$ cat config.mk
export PLATFORM = sky130hd
export DESIGN_NAME = bus_cmd_slave
export DESIGN_NICKNAME = d
export VERILOG_FILES = /design/src/rtl/bcs_pkg.sv /design/src/rtl/bcs_sync.sv /design/src/rtl/bcs_handshake.sv /design/src/rtl/bcs_regs.sv /design/src/rtl/bus_cmd_slave.sv
export SDC_FILE = /design/constraint.sdc
export NUM_CORES = 1
export LEC_CHECK = 0
export ABC_AREA = 1
export BUFFER_PORTS_ARGS = -buffer_cell sky130_fd_sc_hd__buf_2
export CORE_MARGIN = 3
export CORE_UTILIZATION = 58
export CTS_BUF_LIST = sky130_fd_sc_hd__clkbuf_4
export DETAILED_ROUTE_END_ITERATION = 12
export GPL_TIMING_DRIVEN = 0
export HOLD_SLACK_MARGIN = 0.12
export MAX_ROUTING_LAYER = met4
export PLACE_DENSITY = 0.88
export SETUP_SLACK_MARGIN = 0.2
export SYNTH_ARGS = -nofsm -noshare
export SYNTH_HDL_FRONTEND = slang
export SYNTH_HIERARCHICAL = 1
export SYNTH_SLANG_ARGS = --single-unit
$ cat constraint.sdc
create_clock -name clk -period 3.3 [get_ports clk]
set_clock_uncertainty 0.05 [all_clocks]
set_input_delay 0.33 -clock clk [delete_from_list [all_inputs] [get_ports clk]]
set_output_delay 0.33 -clock clk [all_outputs]
set_load 0.01 [all_outputs]
$ cat src/rtl/bcs_pkg.sv
package bcs_pkg;
  localparam int ADDR_W = 24;
  localparam int CODE_W = 8;
  localparam int DATA_W = 16;
  localparam int LANES  = DATA_W / 8;
  localparam int FLAG_W = 4;
  localparam int STAT_W = 2 * FLAG_W;

  localparam int CTRL_FREEZE_BIT = 0;
  localparam int CTRL_MRESET_BIT = 1;
  localparam int CTRL_START_BIT  = 2;

  typedef enum logic [1:0] {
    HS_IDLE = 2'd0,
    HS_ACK  = 2'd1,
    HS_SKIP = 2'd2
  } hs_state_t;

  typedef struct packed {
    logic [FLAG_W-1:0] l2;
    logic [FLAG_W-1:0] l1;
  } status_t;

  function automatic logic addr_in_window(input logic [ADDR_W-1:0] a,
                                          input logic [ADDR_W-1:0] base);
    return a[ADDR_W-1:CODE_W] == base[ADDR_W-1:CODE_W];
  endfunction

  function automatic logic [DATA_W-1:0] lane_expand(input logic [LANES-1:0] l);
    logic [DATA_W-1:0] m;
    for (int i = 0; i < LANES; i++) m[i*8 +: 8] = {8{l[i]}};
    return m;
  endfunction

  function automatic logic [DATA_W-1:0] lane_merge(input logic [DATA_W-1:0] old_w,
                                                   input logic [DATA_W-1:0] new_w,
                                                   input logic [LANES-1:0] l);
    logic [DATA_W-1:0] m;
    m = lane_expand(l);
    return (old_w & ~m) | (new_w & m);
  endfunction
endpackage

$ cat src/rtl/bcs_sync.sv
module bcs_sync #(
  parameter int W = 4,
  parameter int STAGES = 2,
  parameter logic [W-1:0] RST_VAL = '1
) (
  input  logic         clk,
  input  logic         rst_n,
  input  logic [W-1:0] d,
  output logic [W-1:0] q
);
  localparam int CHAIN_W = W * STAGES;
  logic [CHAIN_W-1:0] chain_q;

  generate
    if (STAGES == 1) begin : g_single
      always_ff @(posedge clk or negedge rst_n) begin
        if (!rst_n) chain_q <= RST_VAL;
        else        chain_q <= d;
      end
    end else begin : g_multi
      always_ff @(posedge clk or negedge rst_n) begin
        if (!rst_n) chain_q <= {STAGES{RST_VAL}};
        else        chain_q <= {chain_q[CHAIN_W-W-1:0], d};
      end
    end
  endgenerate

  assign q = chain_q[CHAIN_W-1 -: W];
endmodule

$ cat src/rtl/bcs_handshake.sv
module bcs_handshake
  import bcs_pkg::*;
#(
  parameter logic [ADDR_W-1:0] BASE_ADDR   = 24'hFE2000,
  parameter logic [7:0]        IACK_VECTOR = 8'h40
) (
  input  logic              clk,
  input  logic              rst_n,
  input  logic              as_act,
  input  logic [LANES-1:0]  ds_act,
  input  logic              iack_act,
  input  logic [ADDR_W-1:0] addr,
  input  logic              write,
  input  logic [DATA_W-1:0] rd_word,
  output logic              dtack_n,
  output logic [DATA_W-1:0] rdata,
  output logic              rdata_en,
  output logic              cmd_fire,
  output logic [CODE_W-1:0] cmd_code,
  output logic              reg_we,
  output logic              strobes_on,
  output logic              acc_start,
  output logic              addr_hit,
  output logic              ds_any
);
  localparam logic [DATA_W-1:0] VEC_WORD = {{(DATA_W-8){1'b0}}, IACK_VECTOR};

  hs_state_t state_q;

  assign ds_any     = |ds_act;
  assign strobes_on = as_act && ds_any;
  assign acc_start  = (state_q == HS_IDLE) && strobes_on;
  assign addr_hit   = addr_in_window(addr, BASE_ADDR);
  assign reg_we     = acc_start && addr_hit && !iack_act && write;

  always_ff @(posedge clk or negedge rst_n) begin
    if (!rst_n) begin
      state_q  <= HS_IDLE;
      dtack_n  <= 1'b1;
      rdata    <= '0;
      rdata_en <= 1'b0;
      cmd_fire <= 1'b0;
      cmd_code <= '0;
    end else begin
      cmd_fire <= 1'b0;
      case (state_q)
        HS_IDLE: begin
          if (acc_start) begin
            if (iack_act) begin
              state_q  <= HS_ACK;
              dtack_n  <= 1'b0;
              rdata    <= VEC_WORD;
              rdata_en <= 1'b1;
            end else if (addr_hit) begin
              state_q  <= HS_ACK;
              dtack_n  <= 1'b0;
              cmd_fire <= 1'b1;
              cmd_code <= addr[CODE_W-1:0];
              rdata    <= write ? '0 : (rd_word & lane_expand(ds_act));
              rdata_en <= !write;
            end else begin
              state_q <= HS_SKIP;
            end
          end
        end
        HS_ACK: begin
          if (!ds_any) begin
            state_q  <= HS_IDLE;
            dtack_n  <= 1'b1;
            rdata    <= '0;
            rdata_en <= 1'b0;
          end
        end
        HS_SKIP: begin
          if (!ds_any) state_q <= HS_IDLE;
        end
        default: state_q <= HS_IDLE;
      endcase
    end
  end
endmodule

$ cat src/rtl/bcs_regs.sv
module bcs_regs
  import bcs_pkg::*;
#(
  parameter logic [CODE_W-1:0] CTRL_CODE = 8'h00,
  parameter logic [CODE_W-1:0] STAT_CODE = 8'h01
) (
  input  logic              clk,
  input  logic              rst_n,
  input  logic [CODE_W-1:0] code,
  input  logic [LANES-1:0]  lanes,
  input  logic [DATA_W-1:0] wdata,
  input  logic              reg_we,
  input  logic [FLAG_W-1:0] l1_flags,
  input  logic [FLAG_W-1:0] l2_flags,
  output logic [DATA_W-1:0] rd_word,
  output logic [DATA_W-1:0] ctrl_q,
  output logic              ctrl_we
);
  status_t status_q;

  assign ctrl_we = reg_we && (code == CTRL_CODE);

  always_ff @(posedge clk or negedge rst_n) begin
    if (!rst_n) begin
      ctrl_q   <= '0;
      status_q <= '0;
    end else begin
      status_q <= '{l2: l2_flags, l1: l1_flags};
      if (ctrl_we) ctrl_q <= lane_merge(ctrl_q, wdata, lanes);
    end
  end

  always_comb begin
    rd_word = '0;
    if (code == CTRL_CODE)      rd_word = ctrl_q;
    else if (code == STAT_CODE) rd_word = {{(DATA_W-STAT_W){1'b0}}, status_q};
  end
endmodule

$ cat src/rtl/bus_cmd_slave.sv
module bus_cmd_slave
  import bcs_pkg::*;
#(
  parameter logic [ADDR_W-1:0] BASE_ADDR   = 24'hFE2000,
  parameter logic [7:0]        IACK_VECTOR = 8'h40,
  parameter int                SYNC_STAGES = 2
) (
  input  logic              clk,
  input  logic              rst_n,
  input  logic [ADDR_W-1:0] bus_addr,
  input  logic              bus_as_n,
  input  logic [LANES-1:0]  bus_ds_n,
  input  logic              bus_write,
  input  logic              bus_iack_n,
  input  logic [DATA_W-1:0] bus_wdata,
  output logic [DATA_W-1:0] bus_rdata,
  output logic              bus_rdata_en,
  output logic              bus_dtack_n,
  input  logic [FLAG_W-1:0] l1_flags,
  input  logic [FLAG_W-1:0] l2_flags,
  output logic              cmd_fire,
  output logic [CODE_W-1:0] cmd_code,
  output logic              freeze,
  output logic              mreset,
  output logic              start1
);
  localparam int SYNC_W = LANES + 2;

  logic [SYNC_W-1:0] strobe_raw, strobe_s;
  logic              as_act, iack_act;
  logic [LANES-1:0]  ds_act;
  logic [DATA_W-1:0] rd_word, ctrl_q;
  logic              reg_we, ctrl_we;
  logic              strobes_on, acc_start, addr_hit, ds_any;

  assign strobe_raw = {bus_iack_n, bus_ds_n, bus_as_n};

  bcs_sync #(.W(SYNC_W), .STAGES(SYNC_STAGES), .RST_VAL({SYNC_W{1'b1}})) u_sync (
    .clk(clk), .rst_n(rst_n), .d(strobe_raw), .q(strobe_s)
  );

  assign as_act   = !strobe_s[0];
  assign ds_act   = ~strobe_s[LANES:1];
  assign iack_act = !strobe_s[SYNC_W-1];

  bcs_handshake #(.BASE_ADDR(BASE_ADDR), .IACK_VECTOR(IACK_VECTOR)) u_hs (
    .clk(clk), .rst_n(rst_n), .as_act(as_act), .ds_act(ds_act), .iack_act(iack_act),
    .addr(bus_addr), .write(bus_write), .rd_word(rd_word),
    .dtack_n(bus_dtack_n), .rdata(bus_rdata), .rdata_en(bus_rdata_en),
    .cmd_fire(cmd_fire), .cmd_code(cmd_code), .reg_we(reg_we),
    .strobes_on(strobes_on), .acc_start(acc_start), .addr_hit(addr_hit), .ds_any(ds_any)
  );

  bcs_regs u_regs (
    .clk(clk), .rst_n(rst_n), .code(bus_addr[CODE_W-1:0]), .lanes(ds_act),
    .wdata(bus_wdata), .reg_we(reg_we), .l1_flags(l1_flags), .l2_flags(l2_flags),
    .rd_word(rd_word), .ctrl_q(ctrl_q), .ctrl_we(ctrl_we)
  );

  assign freeze = ctrl_q[CTRL_FREEZE_BIT];
  assign mreset = ctrl_q[CTRL_MRESET_BIT];
  assign start1 = ctrl_q[CTRL_START_BIT];
endmodule

==> flow_summary.json, run 1 <==
{
  "nFillCells": 343,
  "max_cap_viol_count": 0,
  "postCtsSetupRepairBufs": 0,
  "io_buffers": 84,
  "die_x_um": 77.5,
  "peakVddDrop_mv": 0.270,
  "period_needed_ps": 2070,
  "dieArea_um2": 6000,
  "fin_util_pct": 78.8,
  "cts_buffers": 9,
  "fin_ws_ps": 1230,
  "grt_pass1_wl_um": 11900,
  "grt_overflow": 0,
  "cp_max_fo": 10,
  "pin_count": 85,
  "p_switching_uw": 575,
  "setup_viol": 0,
  "status": "complete, no violations",
  "power_frac_comb_pct": 27.5,
  "cts_root_buf": "clkbuf_4",
  "post_cts_resized": 0,
  "initial_core_util_pct": 61.5,
  "finalCritPeriodShare_pct": 62.8,
  "slew_headroom_pct": 52.3,
  "placed_cell_area_um2": 3470,
  "drt_first_pass_iters": 5,
  "drive_gt1_share_pct": 31.8,
  "vias_per_cell": 4.99,
  "clk_path_buf_depth": 2,
  "dpl.hpwl_um": 4740,
  "netlist_area_um2": 2960,
  "grt_use_total_pct": 26.1,
  "cts_sinks": 61,
  "startpoint_type": "register",
  "finalHoldViolCount": 0,
  "hold_path_class": "input pin to register",
  "ant_nets": 0,
  "setup-tns-final_ps": 0,
  "rows": 25,
  "drc": 0,
  "grt_start_max_net_pins": 62,
  "power_switching_share_pct": 33.5,
  "tightestPinTransition_ps": 716,
  "cts-htree-levels": 3,
  "coreArea_um2": 4820,
  "ys_warn_count": 6,
  "cts_tree": "built",
  "critPathCaptureType": "register",
  "area_delta_synth_final_pct": 28.0,
  "fin_cells": 530,
  "fmax_mhz": 483,
  "cellPowerDensity_nw_per_um2": 453,
  "clk_latency_ps": 390,
  "worstPathRequired_ps": 3580,
  "leakagePower_nw": 2.08,
  "vias": 2646,
  "final_nets": 514,
  "path_clk_slew_ps": 110,
  "worstPathArrival_ps": 2350,
  "gp_congestion": 0.817,
  "postSynthAreaPerCell_um2": 8.69,
  "grt_pass1_vias": 2671,
  "clkPwrFrac_pct": 25.6,
  "syn-instance-count": 341,
  "synth_nets": 398,
  "fin_area_um2": 3790,
  "drt-initial-drc-count": 214,
  "die_h_um": 77.5,
  "rsz0062_at_grt": "no",
  "antenna_found_initial": 0,
  "seq_power_share_pct": 47.0,
  "dp_slack_ps": 1290,
  "maxSlewViolCount": 0,
  "regToRegSetupSlack_ps": 1230,
  "critical_path_class": "register to register",
  "place_inst": 492,
  "finalWirelength_um": 7200,
  "internal-power_mw": 1.14,
  "wire_per_inst_um": 13.6
}
## critical path, cell delays in order (launching register included)
cell and delay [ps]:
dfstp_2 380, buf_4 110, inv_1 160, nor2_4 80
nor2_2 70, nand2_1 70, nor2_1 120, nand2_2 170
nor2_1 140, buf_4 200, buf_2 240, nand4_1 130
nand2_1 90
## power by group through the flow
stage,clock network (mW),registers (mW),logic (mW)
global placement,0,0.819,0.432
global route,0.483,0.813,0.527
CTS,0.442,0.807,0.468
detailed placement,0,0.821,0.447
finish,0.439,0.807,0.472
floorplan,0,0.826,0.324
## layer usage
| layer | global-route usage, % | part of all wire, % |
|---|---|---|
| met2 | 43.8 | 51 |
| met3 | 3.36 | 4.9 |
| met5 | - | 0 |
| met1 | 31.5 | 41 |
| met4 | 12.5 | 2.3 |
## per-stage QoR
stage	total power, mW	hold slack (ps)
finish	1.72	126
global route	1.82	135
CTS	1.72	120
detailed placement	1.27	297
global placement	1.25	295
floorplan	1.15	-15.6
## cell type report
cell class	count	area, um^2	area share [%]
inverter	36	141	3.73
buffer	16	156	4.12
tap	67	83.8	2.21
clock buffer	11	82.6	2.18
sequential	61	1540	40.5
multi-input combinational	228	1130	29.7
clock inverter	5	27.5	0.726
antenna	1	2.50	0.0660
timing repair buffer	105	633	16.7
## cell usage in the layout, fill, tap and decap left out
cell type and n:
nand3_1 22, nor2_2 4, nand4_1 20, buf_6 3, o21ai_2 1, nand2_8 1, inv_6 1, nor2_4 3
dfrtp_1 52, nor2_1 27, buf_2 85, clkinvlp_4 2, nand2_4 1, o21ai_1 1, nor2_8 1, buf_4 8
a21oi_1 1, inv_1 33, clkinv_2 2, nor3b_1 8, nand3b_1 1, nand3_2 3, inv_2 1, clkinv_1 2
clkbuf_4 11, o21ai_0 4, diode_2 1, nand2_2 5, ha_1 2, nand3_4 2, dfstp_2 9, dlygate4sd3_1 21
nand2_1 121, buf_8 4
## path summary, 6_finish.rpt
check | endpoint | start | cells after the start
max reg2reg | register | u_sync/chain_q[5]$_DFF_PN1_ | 12
min | register | bus_wdata[12] | 3
min in group asynchronous | u_hs/rdata[4]$_DFFE_PN0P_ | rst_n | 2
max | register | u_sync/chain_q[5]$_DFF_PN1_ | 12
min reg2reg | u_sync/chain_q[7]$_DFF_PN1_ | u_sync/chain_q[3]$_DFF_PN1_ | 0
max in group asynchronous | asynchronous set/reset pin | rst_n | 2
## repair_timing
item | in CTS | in global routing
hold buffers | 18 | 3
hold endpoints to repair | 18 | 54
endpoints found under the setup margin | 0 | 0
No activity file was read; power rests on OpenSTA's default activity.
==> run 2, diff against run 1 <==
--- a/config.mk
+++ b/config.mk
@@ -8,13 +8,13 @@
 export ABC_AREA = 1
 export BUFFER_PORTS_ARGS = -buffer_cell sky130_fd_sc_hd__buf_2
 export CORE_MARGIN = 3
-export CORE_UTILIZATION = 58
+export CORE_UTILIZATION = 54
 export CTS_BUF_LIST = sky130_fd_sc_hd__clkbuf_4
 export DETAILED_ROUTE_END_ITERATION = 12
 export GPL_TIMING_DRIVEN = 0
 export HOLD_SLACK_MARGIN = 0.12
 export MAX_ROUTING_LAYER = met4
-export PLACE_DENSITY = 0.88
+export PLACE_DENSITY = 0.83
 export SETUP_SLACK_MARGIN = 0.2
 export SYNTH_ARGS = -nofsm -noshare
 export SYNTH_HDL_FRONTEND = slang
==> constraint.sdc (replaced) <==
create_clock -name clk -period 2 [get_ports clk]
set_clock_uncertainty 0.05 [all_clocks]
set_input_delay 0.2 -clock clk [delete_from_list [all_inputs] [get_ports clk]]
set_output_delay 0.2 -clock clk [all_outputs]
set_load 0.01 [all_outputs]
==> run 2 against run 1 <==
Via count rose by 15%. Flip-flop and latch count did not move. Cell count rose by 6.4%. Combinational power rose by 110%. Clock power rose by 72%. Global-route usage rose by 1.6 points. Design area rose by 10%. Non-clock buffer count rose by 32. Critical path depth rose by 1. Count of clock-buffer cells in the layout did not move. Critical path type is now input pin to register. Largest cell class unchanged. Largest power group unchanged. Highest routed layer unchanged.
==> flow_summary.json, run 2 (synthesis results as in run 1) <==
{
  "startpoint_type": "input pin",
  "coreArea_um2": 5200,
  "finalWirelength_um": 9240,
  "place_inst": 495,
  "use_met2_pct": 43.9,
  "critical_path_class": "input pin to register",
  "grt_pass1_vias": 2757,
  "pin_count": 85,
  "power_frac_comb_pct": 32.3,
  "critical_path.startpoint": "bus_addr[5]",
  "dpl.hpwl_um": 4640,
  "critPathTopFamily": "buffers and inverters",
  "setup_viol": 0,
  "grt_pass1_wl_um": 12900,
  "path_cells": "dlygate4sd3_1, buf_2, nor2_1, nand2_2, buf_6, nor2_4, buf_12, nand3_1, nand2_1, inv_1, nor2_1, nand3_1, nand2_2",
  "drt-initial-drc-count": 301,
  "grt_use_total_pct": 27.8,
  "worstPathRequired_ps": 2310,
  "cts-htree-levels": 3,
  "max_cap_viol_count": 0,
  "ant_nets": 0,
  "finalHoldViolCount": 0,
  "antenna_found_initial": 0,
  "reg2reg_depth": 12,
  "slowest_stage": "dlygate4sd3_1",
  "fmax_mhz": 538,
  "path_clk_slew_ps": 100,
  "internal-power_mw": 2.06,
  "clk_path_buf_depth": 2,
  "power_switching_share_pct": 33.4,
  "grt_start_max_net_pins": 62,
  "clkPwrFrac_pct": 24.5,
  "met3_usage_pct": 7.74,
  "worstPathArrival_ps": 2170,
  "fin_area_um2": 4180,
  "peakVddDrop_mv": 0.739,
  "n_antenna_cell": 0,
  "rsz0062_at_grt": "yes",
  "maxSlewViolCount": 0,
  "final_nets": 546,
  "finalCritPeriodShare_pct": 93.0,
  "cts_sinks": 61,
  "critPathCaptureType": "register",
  "fin_cells": 564,
  "rows": 26,
  "leakagePower_nw": 2.26,
  "total_power_mw": 3.09,
  "regToRegSetupSlack_ps": 160,
  "hold_end": "u_hs/state_q[0]$_DFFE_PN0P_",
  "grt_overflow": 0,
  "cts_tree": "built",
  "die_h_um": 80.1,
  "seq_power_share_pct": 43.2,
  "timing.rr.start": "u_sync/chain_q[5]$_DFF_PN1_",
  "cellPowerDensity_nw_per_um2": 739,
  "initial_core_util_pct": 56.9,
  "drive_gt1_share_pct": 35.8,
  "crit_buf_inv": 5,
  "hold_path_class": "input pin to register",
  "cts_root_buf": "clkbuf_4",
  "cp_max_fo": 9,
  "gp_congestion": 0.830,
  "io_buffers": 84,
  "slew_headroom_pct": 50.7,
  "vias_per_cell": 5.38,
  "holdPathStages": 6,
  "status": "complete, no violations",
  "drc": 0,
  "gr-max-usage-layer": "met2",
  "drt_first_pass_iters": 5,
  "vias": 3033,
  "final_cell_mix": "nand2_1, buf_2, dfrtp_1, dlygate4sd3_1, inv_1",
  "dieArea_um2": 6410,
  "clk_latency_ps": 420,
  "die_x_um": 80.1,
  "tightestPinTransition_ps": 739,
  "hold_start": "bus_addr[16]",
  "p_switching_mw": 1.03,
  "cts_buffers": 9,
  "gr-usage-met1_pct": 32.3,
  "area_delta_synth_final_pct": 40.9,
  "period_needed_ps": 1860,
  "nFillCells": 324,
  "whs_ps": 163,
  "wire_per_inst_um": 16.4,
  "slowest_delay_ps": 540,
  "placed_cell_area_um2": 3470,
  "final_common_cell": "nand2_1"
}
-- run 2: metrics by stage --
stage | worst slack (ps) | TNS, ps | utilization [%]
after floorplan | 239 | 0 | -
after global placement | 56.0 | 0 | 66.7
after detailed placement | -2.30 | -2.30 | 66.7
after CTS | 203 | 0 | 76.4
after global routing | 90.6 | 0 | 80.3
final | 140 | 0 | 80.3
-- run 2: worst register-to-register path: stages, from the launching register on --
cell and delay, ps:
dfstp_2 560, buf_6 100, clkinvlp_4 110, nor2_4 170, nor2_2 50, nand2_2 70
nor2_2 40, nand2_2 70, nor2_2 40, buf_6 150, buf_8 140, nand4_1 100
nand2_1 80
-- run 2: what timing repair did --
item	in CTS	in global routing
hold buffers	37	0
hold endpoints to repair	88	0
endpoints found under the setup margin	16	33
pin swaps	2	30
gates cloned	0	2
gates resized for setup	3	18
buffers inserted	2	12
-- run 2: worst max path at each step --
stage	to	slack [ps]	cells past startpoint
6_report	u_hs/rdata[0]$_DFFE_PN0P_	140	13
5_1_grt	u_hs/rdata[0]$_DFFE_PN0P_	90	13
4_1_cts	register	200	12
3_5_place_dp	register	-2	12
3_3_place_gp	register	60	12
2_1_floorplan	register	240	12
-- run 2: per-layer routing --
| metal | wire length, um | vias up |
|---|---|---|
| met2 | 4670 | 212 |
| li1 | - | 1371 |
| met3 | 776 | 58 |
| met4 | 459 | 0 |
| met5 | 0 | - |
| met1 | 3330 | 1392 |
-- run 2: cell type report --
cell class	count	area, um^2	share of cell area (%)
inverter	36	146	3.50
clock buffer	11	82.6	1.98
sequential	61	1540	36.8
clock inverter	5	27.5	0.659
buffer	16	174	4.16
tap	70	87.6	2.10
timing repair buffer	137	961	23.0
multi-input combinational	228	1160	27.8
-- run 2: power by group through the flow --
stage	Clock (mW)	Sequential, mW	Combinational, mW
final	0.756	1.33	0.998
after global routing	0.836	1.34	1.11
after CTS	0.734	1.33	0.795
after global placement	0	1.35	0.713
after floorplan	0	1.36	0.534
after detailed placement	0	1.35	0.737
==> run 3, diff against run 2 <==
--- a/config.mk
+++ b/config.mk
@@ -14,7 +14,7 @@
 export GPL_TIMING_DRIVEN = 0
 export HOLD_SLACK_MARGIN = 0.12
 export MAX_ROUTING_LAYER = met4
-export PLACE_DENSITY = 0.83
+export PLACE_DENSITY = 0.88
 export SETUP_SLACK_MARGIN = 0.2
 export SYNTH_ARGS = -nofsm -noshare
 export SYNTH_HDL_FRONTEND = slang
==> run 3 against run 2 <==
Fmax rose by 4.0%. Clock power rose by 11%. Design area fell by 2.3%. Sequential share of layout area rose by 0.87 points. Routed wire length fell by 12%. Die area did not move. Critical path depth fell by 1. Non-clock buffer count fell by 7. Count of clock-buffer cells in the layout fell by 1. Sequential power barely moved. Global-route usage fell by 1.4 points. Highest routed layer unchanged.
==> flow_summary.json, run 3 (synthesis results as in run 1) <==
{
  "reg2reg_depth": 12,
  "final_cell_mix": "nand2_1, buf_2, dfrtp_1, dlygate4sd3_1, inv_1",
  "cts_sinks": 61,
  "cp.depth": 12,
  "path_cells": "dlygate4sd3_1, buf_2, nor2_2, nand2_2, buf_6, nor2_4, nand3_1, nand2_1, a21oi_1, nor2_1, nand3_1, nand2_1",
  "coreArea_um2": 5200,
  "worstPathRequired_ps": 2290,
  "ant_nets": 0,
  "grt_overflow": 0,
  "cp_max_fo": 8,
  "tightestPinTransition_ps": 730,
  "dpl.hpwl_um": 4770,
  "fin_area_um2": 4080,
  "grt_start_max_net_pins": 62,
  "finalCritPeriodShare_pct": 89.4,
  "rows": 26,
  "setup_viol": 0,
  "initial_core_util_pct": 56.9,
  "slowest_stage": "dlygate4sd3_1",
  "whs_ps": 196,
  "vias": 2831,
  "slowest_delay_ps": 550,
  "drive_gt1_share_pct": 33.5,
  "cts_buffers": 9,
  "drc": 0,
  "dieArea_um2": 6410,
  "area_delta_synth_final_pct": 37.7,
  "critPathCapture": "u_hs/rdata[6]$_DFFE_PN0P_",
  "grt_pass1_vias": 2737,
  "cts_tree": "built",
  "path_clk_slew_ps": 100,
  "hold_path_class": "input pin to register",
  "drt_first_pass_iters": 5,
  "dp_slack_ps": -18.8,
  "wire_per_inst_um": 14.5,
  "die_h_um": 80.1,
  "finalHoldViolCount": 0,
  "regToRegSetupSlack_ps": 280,
  "peakVddDrop_mv": 0.470,
  "critical_path_class": "input pin to register",
  "cts-htree-levels": 3,
  "critPathCaptureType": "register",
  "gp_congestion": 0.824,
  "cts_root_buf": "clkbuf_4",
  "startpoint_type": "input pin",
  "grt_pass1_wl_um": 12500,
  "worstPathArrival_ps": 2080,
  "final_nets": 539,
  "rsz0062_at_grt": "no",
  "slew_headroom_pct": 51.3,
  "drt-initial-drc-count": 182,
  "cellPowerDensity_nw_per_um2": 734,
  "max_cap_viol_count": 0,
  "placed_cell_area_um2": 3470,
  "critPathTopFamily": "simple AND/OR/NAND/NOR gates",
  "vias_per_cell": 5.07,
  "period_needed_ps": 1790,
  "fin_ws_ps": 211,
  "die_x_um": 80.1,
  "clk_latency_ps": 400,
  "setup-tns-final_ps": 0,
  "clk_path_buf_depth": 2,
  "status": "complete, no violations",
  "antenna_found_initial": 1,
  "timing.rr.start": "u_sync/chain_q[5]$_DFF_PN1_",
  "grt_use_total_pct": 26.4,
  "finalWirelength_um": 8100,
  "critical_path.startpoint": "bus_addr[4]",
  "leakagePower_nw": 2.20,
  "maxSlewViolCount": 0,
  "fmax_mhz": 559,
  "pin_count": 85,
  "io_buffers": 84,
  "final_common_cell": "nand2_1",
  "crit_buf_inv": 3
}
run 3: changes by cell type in the layout (fill, tap and decap cells not counted), sizes merged:
cell	previous run	this run
buf	114	109
bufinv	0	1
clkbuf	13	10
clkinv	6	4
diode	0	1
inv	34	36
run 3: metal layers:
layer  up-vias  part of all wire [%]  track usage [%]
met4         0                   2.9             13.0
met1      1322                    38             31.5
met2       118                    51             43.7
met5         -                     0                -
met3        30                   7.3             4.15
li1       1361                     -                -
run 3: worst min-delay path, stage by stage:
cell     delay, ps
buf_2           80
nor2_2          40
nand4_1         70
nor2_2          50
nor2_1          80
o21ai_0         80
run 3: area by class of cell:
cell class	instances	area [um^2]
Tap cell	70	87.6
Timing Repair Buffer	130	861
Fill cell	319	1120
Multi-Input combinational cell	228	1150
Clock inverter	6	53.8
Buffer	16	170
Clock buffer	10	75.1
Antenna cell	1	2.50
Inverter	36	145
Sequential cell	61	1540
run 3: worst min path at each step:
| stage | startpoint | endpoint | slack, ps | depth (start not counted) |
|---|---|---|---|---|
| after global routing | bus_addr[16] | u_hs/state_q[0]$_DFFE_PN0P_ | 210 | 6 |
| after CTS | bus_addr[16] | u_hs/state_q[0]$_DFFE_PN0P_ | 160 | 6 |
| final | bus_addr[16] | u_hs/state_q[0]$_DFFE_PN0P_ | 200 | 6 |
| after global placement | bus_ds_n[0] | u_sync/chain_q[1]$_DFF_PN1_ | 260 | 1 |
| after floorplan | rst_n | u_hs/cmd_code[0]$_DFFE_PN0P_ | -150 | 0 |
| after detailed placement | bus_ds_n[1] | u_sync/chain_q[2]$_DFF_PN1_ | 260 | 1 |
run 3: power breakdown:
group | total (mW) | internal [mW] | switching, mW
Clock | 0.838 | 0.381 | 0.457
Sequential | 1.33 | 1.30 | 0.0310
Combinational | 0.825 | 0.342 | 0.483
run 3: timing repair:
item                                   CTS  global route
hold buffers                            37             0
setup buffers                            1             8
pin swaps                                2             6
setup endpoints to repair               16            32
gates cloned                             0             0
endpoints found under the hold margin   88             0
gates resized for setup                  2            13
run 3: stage by stage:
stage	util, %	total power, mW	std cells
floorplan	-	1.90	341
global placement	66.7	2.07	495
detailed placement	66.7	2.09	495
CTS	76.5	2.97	549
global route	78.4	3.16	558
finish	78.4	3.00	558
